## config.mk

```make
export PLATFORM = sky130hd
export DESIGN_NAME = sync_serial_master
export DESIGN_NICKNAME = d
export VERILOG_FILES = /design/src/rtl/ssm_pkg.sv /design/src/rtl/ssm_cfg_hold.sv /design/src/rtl/ssm_tick_gen.sv /design/src/rtl/ssm_frame_seq.sv /design/src/rtl/ssm_rx_capture.sv /design/src/rtl/sync_serial_master.sv
export SDC_FILE = /design/constraint.sdc
export NUM_CORES = 1
export LEC_CHECK = 0
export BUFFER_PORTS_ARGS = -buffer_cell sky130_fd_sc_hd__buf_2
export CORE_MARGIN = 2
export CORE_UTILIZATION = 56
export DETAILED_ROUTE_END_ITERATION = 8
export PLACE_DENSITY = 0.78
export SYNTH_ARGS = -nofsm -noshare
export SYNTH_HDL_FRONTEND = slang
export SYNTH_SLANG_ARGS = --single-unit
```

## constraint.sdc

```tcl
create_clock -name clk -period 3.92 [get_ports clk]
set_clock_uncertainty 0.2 [all_clocks]
set_input_delay 0.588 -clock clk [delete_from_list [all_inputs] [get_ports clk]]
set_output_delay 0.588 -clock clk [all_outputs]
set_load 0.05 [all_outputs]
```

## src/rtl/ssm_pkg.sv

```systemverilog
package ssm_pkg;

  typedef enum logic [1:0] {
    SQ_IDLE = 2'd0,
    SQ_ARM  = 2'd1,
    SQ_RUN  = 2'd2
  } seq_state_e;

  typedef struct packed {
    logic cpol;
    logic cpha;
    logic lastclk;
    logic longw;
  } line_cfg_t;

endpackage

```

## src/rtl/ssm_cfg_hold.sv

```systemverilog
module ssm_cfg_hold
  import ssm_pkg::*;
(
  input  logic      clk,
  input  logic      rst,
  input  logic      tx_en,
  input  logic      rx_en,
  input  line_cfg_t cfg_in,
  output line_cfg_t cfg_q
);

  logic any_on;
  assign any_on = tx_en | rx_en;

  always_ff @(posedge clk) begin
    if (rst) begin
      cfg_q <= '0;
    end else if (!any_on) begin
      cfg_q <= cfg_in;
    end
  end

  AST_CFG_FROZEN: assert property (@(posedge clk) disable iff (rst)
    any_on |=> $stable(cfg_q));

endmodule

```

## src/rtl/ssm_tick_gen.sv

```systemverilog
module ssm_tick_gen #(
  parameter int MANT_W = 12,
  parameter int FRAC_W = 4
) (
  input  logic              clk,
  input  logic              rst,
  input  logic [MANT_W-1:0] mant,
  input  logic [FRAC_W-1:0] frac,
  output logic              tick
);

  localparam int DIV_W = MANT_W + FRAC_W;
  localparam int ACC_W = DIV_W + 1;
  localparam int STEP  = 1 << FRAC_W;

  logic [ACC_W-1:0] acc_q;
  logic [ACC_W-1:0] acc_sum;
  logic [ACC_W-1:0] div_full;

  always_comb begin
    div_full = ACC_W'({mant, frac});
    acc_sum  = acc_q + ACC_W'(STEP);
  end

  always_ff @(posedge clk) begin
    if (rst) begin
      acc_q <= '0;
      tick  <= 1'b0;
    end else if (acc_sum >= div_full) begin
      acc_q <= acc_sum - div_full;
      tick  <= 1'b1;
    end else begin
      acc_q <= acc_sum;
      tick  <= 1'b0;
    end
  end

endmodule

```

## src/rtl/ssm_frame_seq.sv

```systemverilog
module ssm_frame_seq
  import ssm_pkg::*;
#(
  parameter int DW = 9
) (
  input  logic          clk,
  input  logic          rst,
  input  logic          tick,
  input  logic          tx_en,
  input  line_cfg_t     cfg,
  input  logic          tx_valid,
  input  logic          tx_brk,
  input  logic [DW-1:0] tx_data,
  output logic          tx_ready,
  output logic          txd,
  output logic          sck,
  output logic          cap_stb,
  output logic          cap_last
);

  localparam int IDX_W = $clog2(DW + 2);
  localparam logic [3:0] SUB_LAST = 4'd15;
  localparam logic [3:0] SUB_CAP  = 4'd7;

  seq_state_e     st_q;
  logic [3:0]     sub_q;
  logic [IDX_W-1:0] idx_q;
  logic [DW-1:0]  sh_q;
  logic           brk_q;

  logic [IDX_W-1:0] last_idx;
  logic [IDX_W-1:0] stop_idx;
  logic           running;
  logic           in_data;
  logic           pulse_bit;
  logic           half_on;
  logic           txd_d;
  logic           sck_d;

  always_comb begin
    last_idx  = cfg.longw ? IDX_W'(DW) : IDX_W'(DW - 1);
    stop_idx  = last_idx + IDX_W'(1);
    running   = (st_q == SQ_RUN);
    in_data   = running && (idx_q != '0) && (idx_q <= last_idx);
    pulse_bit = in_data && !brk_q && ((idx_q != last_idx) || cfg.lastclk);
    half_on   = cfg.cpha ? !sub_q[3] : sub_q[3];
    sck_d     = cfg.cpol ^ (pulse_bit && half_on);
    if (!running)            txd_d = 1'b1;
    else if (idx_q == '0)    txd_d = 1'b0;
    else if (in_data)        txd_d = brk_q ? 1'b0 : sh_q[0];
    else                     txd_d = 1'b1;
    cap_stb  = tick && in_data && !brk_q && (sub_q == SUB_CAP);
    cap_last = (idx_q == last_idx);
    tx_ready = (st_q == SQ_IDLE) && tx_en;
  end

  always_ff @(posedge clk) begin
    if (rst) begin
      st_q  <= SQ_IDLE;
      sub_q <= '0;
      idx_q <= '0;
      sh_q  <= '0;
      brk_q <= 1'b0;
      txd   <= 1'b1;
      sck   <= 1'b0;
    end else begin
      txd <= txd_d;
      sck <= sck_d;
      case (st_q)
        SQ_IDLE: begin
          if (tx_valid && tx_ready) begin
            sh_q  <= tx_data;
            brk_q <= tx_brk;
            st_q  <= SQ_ARM;
          end
        end
        SQ_ARM: begin
          if (tick) begin
            st_q  <= SQ_RUN;
            sub_q <= '0;
            idx_q <= '0;
          end
        end
        SQ_RUN: begin
          if (tick) begin
            sub_q <= sub_q + 4'd1;
            if (sub_q == SUB_LAST) begin
              if (idx_q == stop_idx) begin
                st_q <= SQ_IDLE;
              end else begin
                idx_q <= idx_q + IDX_W'(1);
              end
              if (in_data) sh_q <= {1'b0, sh_q[DW-1:1]};
            end
          end
        end
        default: st_q <= SQ_IDLE;
      endcase
    end
  end

  AST_IDLE_CLK_QUIET: assert property (@(posedge clk) disable iff (rst)
    (st_q != SQ_RUN) |=> (sck == $past(cfg.cpol)));
  AST_IDLE_LINE_HIGH: assert property (@(posedge clk) disable iff (rst)
    (st_q != SQ_RUN) |=> txd);
  AST_NO_CLK_START_STOP: assert property (@(posedge clk) disable iff (rst)
    (running && ((idx_q == '0) || (idx_q == stop_idx))) |=> (sck == $past(cfg.cpol)));
  AST_BRK_NO_CLK: assert property (@(posedge clk) disable iff (rst)
    (running && brk_q) |=> (sck == $past(cfg.cpol)));

endmodule

```

## src/rtl/ssm_rx_capture.sv

```systemverilog
module ssm_rx_capture #(
  parameter int DW = 9
) (
  input  logic          clk,
  input  logic          rst,
  input  logic          rx_en,
  input  logic          longw,
  input  logic          rxd,
  input  logic          cap_stb,
  input  logic          cap_last,
  input  logic          rx_ack,
  output logic [DW-1:0] rx_data,
  output logic          rx_ready,
  output logic          rx_overrun
);

  logic [DW-1:0] sh_q;
  logic [DW-1:0] word;
  logic [DW-1:0] word_al;
  logic          take;
  logic          done;

  always_comb begin
    word    = {rxd, sh_q[DW-1:1]};
    word_al = longw ? word : (word >> 1);
    take    = cap_stb && rx_en;
    done    = take && cap_last;
  end

  always_ff @(posedge clk) begin
    if (rst) begin
      sh_q       <= '0;
      rx_data    <= '0;
      rx_ready   <= 1'b0;
      rx_overrun <= 1'b0;
    end else begin
      if (take) sh_q <= word;
      if (rx_ack) begin
        rx_ready   <= 1'b0;
        rx_overrun <= 1'b0;
      end
      if (done) begin
        if (rx_ready && !rx_ack) begin
          rx_overrun <= 1'b1;
        end else begin
          rx_data  <= word_al;
          rx_ready <= 1'b1;
        end
      end
    end
  end

  AST_OVR_NEEDS_READY: assert property (@(posedge clk) disable iff (rst)
    rx_overrun |-> rx_ready);
  AST_DATA_HELD: assert property (@(posedge clk) disable iff (rst)
    (rx_ready && !rx_ack) |=> $stable(rx_data));

endmodule

```

## src/rtl/sync_serial_master.sv

```systemverilog
module sync_serial_master
  import ssm_pkg::*;
#(
  parameter int DW     = 9,
  parameter int MANT_W = 12,
  parameter int FRAC_W = 4
) (
  input  logic              clk,
  input  logic              rst,
  input  logic              tx_en,
  input  logic              rx_en,
  input  logic              cfg_cpol,
  input  logic              cfg_cpha,
  input  logic              cfg_lastclk,
  input  logic              cfg_long,
  input  logic [MANT_W-1:0] div_mant,
  input  logic [FRAC_W-1:0] div_frac,
  input  logic              tx_valid,
  input  logic              tx_brk,
  input  logic [DW-1:0]     tx_data,
  output logic              tx_ready,
  input  logic              rxd,
  input  logic              rx_ack,
  output logic              txd,
  output logic              txd_oe,
  output logic              sck,
  output logic              sck_oe,
  output logic [DW-1:0]     rx_data,
  output logic              rx_ready,
  output logic              rx_overrun
);

  line_cfg_t cfg_in;
  line_cfg_t cfg_q;
  logic      tick;
  logic      cap_stb;
  logic      cap_last;
  logic      oe_q;

  always_comb begin
    cfg_in.cpol    = cfg_cpol;
    cfg_in.cpha    = cfg_cpha;
    cfg_in.lastclk = cfg_lastclk;
    cfg_in.longw   = cfg_long;
  end

  ssm_cfg_hold u_cfg (
    .clk    (clk),
    .rst    (rst),
    .tx_en  (tx_en),
    .rx_en  (rx_en),
    .cfg_in (cfg_in),
    .cfg_q  (cfg_q)
  );

  ssm_tick_gen #(.MANT_W(MANT_W), .FRAC_W(FRAC_W)) u_tick (
    .clk  (clk),
    .rst  (rst),
    .mant (div_mant),
    .frac (div_frac),
    .tick (tick)
  );

  ssm_frame_seq #(.DW(DW)) u_seq (
    .clk      (clk),
    .rst      (rst),
    .tick     (tick),
    .tx_en    (tx_en),
    .cfg      (cfg_q),
    .tx_valid (tx_valid),
    .tx_brk   (tx_brk),
    .tx_data  (tx_data),
    .tx_ready (tx_ready),
    .txd      (txd),
    .sck      (sck),
    .cap_stb  (cap_stb),
    .cap_last (cap_last)
  );

  ssm_rx_capture #(.DW(DW)) u_rx (
    .clk        (clk),
    .rst        (rst),
    .rx_en      (rx_en),
    .longw      (cfg_q.longw),
    .rxd        (rxd),
    .cap_stb    (cap_stb),
    .cap_last   (cap_last),
    .rx_ack     (rx_ack),
    .rx_data    (rx_data),
    .rx_ready   (rx_ready),
    .rx_overrun (rx_overrun)
  );

  always_ff @(posedge clk) begin
    if (rst) oe_q <= 1'b0;
    else     oe_q <= tx_en | rx_en;
  end

  assign txd_oe = oe_q;
  assign sck_oe = oe_q;

  AST_HIZ_OFF: assert property (@(posedge clk) disable iff (rst)
    (!tx_en && !rx_en) |=> (!txd_oe && !sck_oe));
  AST_OE_ON: assert property (@(posedge clk) disable iff (rst)
    (tx_en || rx_en) |=> (txd_oe && sck_oe));

endmodule

```

==> metrics.md <==
| Metric | Value |
|---|---|
| Layout Area Growth over Synthesis | 12.2% |
| Hold/Removal Path Class | in2reg |
| Clock power share | roughly a fifth |
| Max-slew headroom | slightly above 50% |
| Critical path launch point type | flip-flop |
| Final Cycle Share | between 80% and 90% |
| Vias | approximately 3.4k |
| DRC | 0 |
| Wire per inst | ~13 um |
| CTS H-tree lvls | 3 |
| Main combinational cell family by area after synthesis | simple AND/OR/NAND/NOR gates |
| Mux contribution to synthesized area | between 10% and 20% |
| Number of global-route vias before repair | between 2k and 3k |
| N_diodes | 0 |
| CTS sink count | 64 |
| Peak supply drop | 0.000483 V |
| Std cell rows | 30 |
| Post_cts resized | 0 |
| Synth Area in Adders | ~7.5% |
| Share of cells above drive strength 1 | between 10% and 20% |
| Final setup viols | 0 |
| Number of synthesis warnings | 0 |
| Critical path arrival | approximately 3.5 ns |
| DR vias/cell | roughly 5.5 |
| Post-Synth Simple-Gate Area | 19.6% |
| Most instantiated cells after synthesis | 64 x dfxtp_1, 64 x nor2_1, 42 x a21oi_1 |
| CTS tree | built |
| Detailed Place HPWL | between 6 and 7 mm |
| 1st-iter DRT viols | about 180 |
| Yosys top cell by area | dfxtp_1 |
| Max_cap viols | 0 |
| Num CTS Buffers | 9 |
| Fin Setup TNS | 0 ns |
| Critical Path End Type | flip-flop |
| Mean post-synth cell area | between 8 and 9 um^2 |
| Final WL | between 8 and 9 mm |
| Tmin final | around 3.4 ns |
| CP Data Required Time | about 4 ns |
| Pwr per Cell Area | about 640 nW/um^2 |
| Ports | 53 |
| Detail Route Antenna Nets | 0 |
| Ys async rst share | 0% |
| RD Place Congestion | 0.936 |
| RSZ-0062 raised after global routing | false |
| Post-synth EDFFs | 0 |
| Die X | approximately 88 um |
| Syn nets | 532 |
| Synthesized flop and latch total | 64 |
| Synth cell types | between 60 and 70 |
| Net Sw Power | ~1200 uW |
| CP Class | reg2reg |
| Post-CTS Setup Bufs | 0 |
| Area share of the largest cell type after synthesis | between 30% and 40% |
| Die Area | around 7700 um^2 |
| Chip height | a little under 90 um |
| Drt pass-1 iters | 4 |
| Core area | 6790 um^2 |
| Syn Inst Count | ~470 |
| First-pass GRT wire length | 13.7 mm |
| Final Util | between 60% and 70% |
| Seq/Total Area, Yosys | 32.5% |
| Post-synthesis xor/xnor area fraction | 6.00% |
| Max Slew Vio Count | 0 |
| Critical path startpoint | u_tick.acc_q[4] |
| Worst-skew pair later-pin latency | 0.34 ns |
| Gr usage total | between 20 and 25% |
| Max clock buf depth | 2 |
| Peak Freq | approximately 290 MHz |
| Clk root buf | clkbuf_8 |
| Status | completed |
| Hold Crit Start | rx_ack |
| Largest net degree at the start of global routing | 56 |
| Mapped cell area | 3940 um^2 |
| Logic gate share of total power | approximately half |
| Seq pwr share | between 30% and 40% |
| Gr ovfl total | 0 |
| Initial antenna violation count | 0 |
| LEAKAGE | roughly 0.0020 uW |
| Synth Flop Type | dfxtp_1 |
| Int Power | about 1700 uW |
| Final hold viol count | 0 |
| Final nets | 578 |
| Area contributors post-synth | dfxtp_1 32%, mux2i_1 8.9%, ha_1 7.0% |
| Tightest Pin Transition | around 0.74 ns |
| Synth Area in Compound Gates | about 17% |
| Worst reg2reg path startpoint | u_tick.acc_q[4] |
| Crit-path max FO | 21 |
| Switching share of power | between 40 and 50% |
| Initial Util | between 50% and 60% |
| Worst-path clk slew | 0.08 ns |
| Post-CTS Hold Buffers | 0 |
| Port Buffers | between 50 and 60 |
power by group through the flow:
stage                     registers [uW]  logic [uW]  clock network (uW)
after floorplan                      854        1180                   0
after global placement               870        1360                   0
after detailed placement             875        1380                   0
after CTS                            861        1390                 568
after global routing                 879        1560                 591
final                                863        1400                 556
worst paths after layout:
path	depth (start not counted)	endpoint	slack [ns]
setup / recovery	11	u_tick.acc_q[2]	0.50
hold / removal	2	u_rx.rx_overrun	0.21
setup reg to reg	11	u_tick.acc_q[2]	0.50
hold reg to reg	2	u_rx.rx_data[8]	0.26
worst max-delay path: stages (launching register included):
cell       delay [ns]
dfxtp_1          0.39
ha_1             0.20
nand3_1          0.18
xnor2_1          0.19
ha_1             0.39
a21oi_1          0.10
o21bai_1         0.37
o2111ai_1        0.24
o21ai_4          0.58
buf_4            0.26
nor2_2           0.05
a211oi_2         0.19
placed cells by master, fill, tap and decap left out, types with 7 or more instances in the layout:
cell type,netlist,routed
a21oi_1,42,42
buf_2,4,52
clkbuf_8,0,9
dfxtp_1,64,64
ha_1,22,22
inv_1,32,32
mux2_2,8,8
mux2i_1,35,35
nand2_1,33,33
nand2b_1,7,7
nand3_1,10,10
nand3b_1,7,7
nor2_1,64,64
nor3_1,8,8
o21ai_0,13,13
xnor2_1,15,15
xor2_1,12,12
logic make-up after synthesis:
family | Yosys count
xor+xnor | 27
mux | 43
buf+inv | 53
simple gates | 160
flops | 64
fa+ha+maj | 23
compound gates | 102
registers in the layout, summed over array words and instances (netlist names):
name / count
sck_oe: 1
u_cfg.cfg_q: 4
u_rx.rx_data: 9
u_rx.rx_overrun: 1
u_rx.rx_ready: 1
u_rx.sh_q: 8
u_seq.brk_q: 1
u_seq.idx_q: 4
u_seq.sck: 1
u_seq.sh_q: 9
u_seq.st_q: 2
u_seq.sub_q: 4
u_seq.txd: 1
u_tick.acc_q: 17
u_tick.tick: 1
stage by stage:
stage	std cells	area (um^2)	setup slack [ns]	hold WS, ns	total power (uW)
CTS	619	4430	0.524	0.203	2820
detailed placement	603	4230	0.532	0.245	2250
global placement	603	4230	0.682	0.241	2230
finish	619	4430	0.498	0.213	2820
global route	619	4430	0.192	0.206	3030
floorplan	472	3940	1.15	0.231	2030
cell type report:
class	count	area, um^2
Tap cell	96	120
Timing Repair Buffer	56	290
Multi-Input combinational cell	355	2420
Inverter	32	120
Fill cell	579	2370
Sequential cell	64	1280
Clock buffer	9	124
Clock inverter	7	72.6
metal layers:
| layer | track usage [%] | part of all wire, % | up-vias | routed length, um |
|---|---|---|---|---|
| li1 | - | - | 1745 | - |
| met1 | 32.1 | 50 | 1549 | 4160 |
| met2 | 33.2 | 44 | 76 | 3690 |
| met3 | 6.79 | 4.5 | 12 | 375 |
| met4 | 4.48 | 1.4 | 0 | 116 |
| met5 | 0 | 0 | - | 0 |
(Power assumes the default switching activity.)
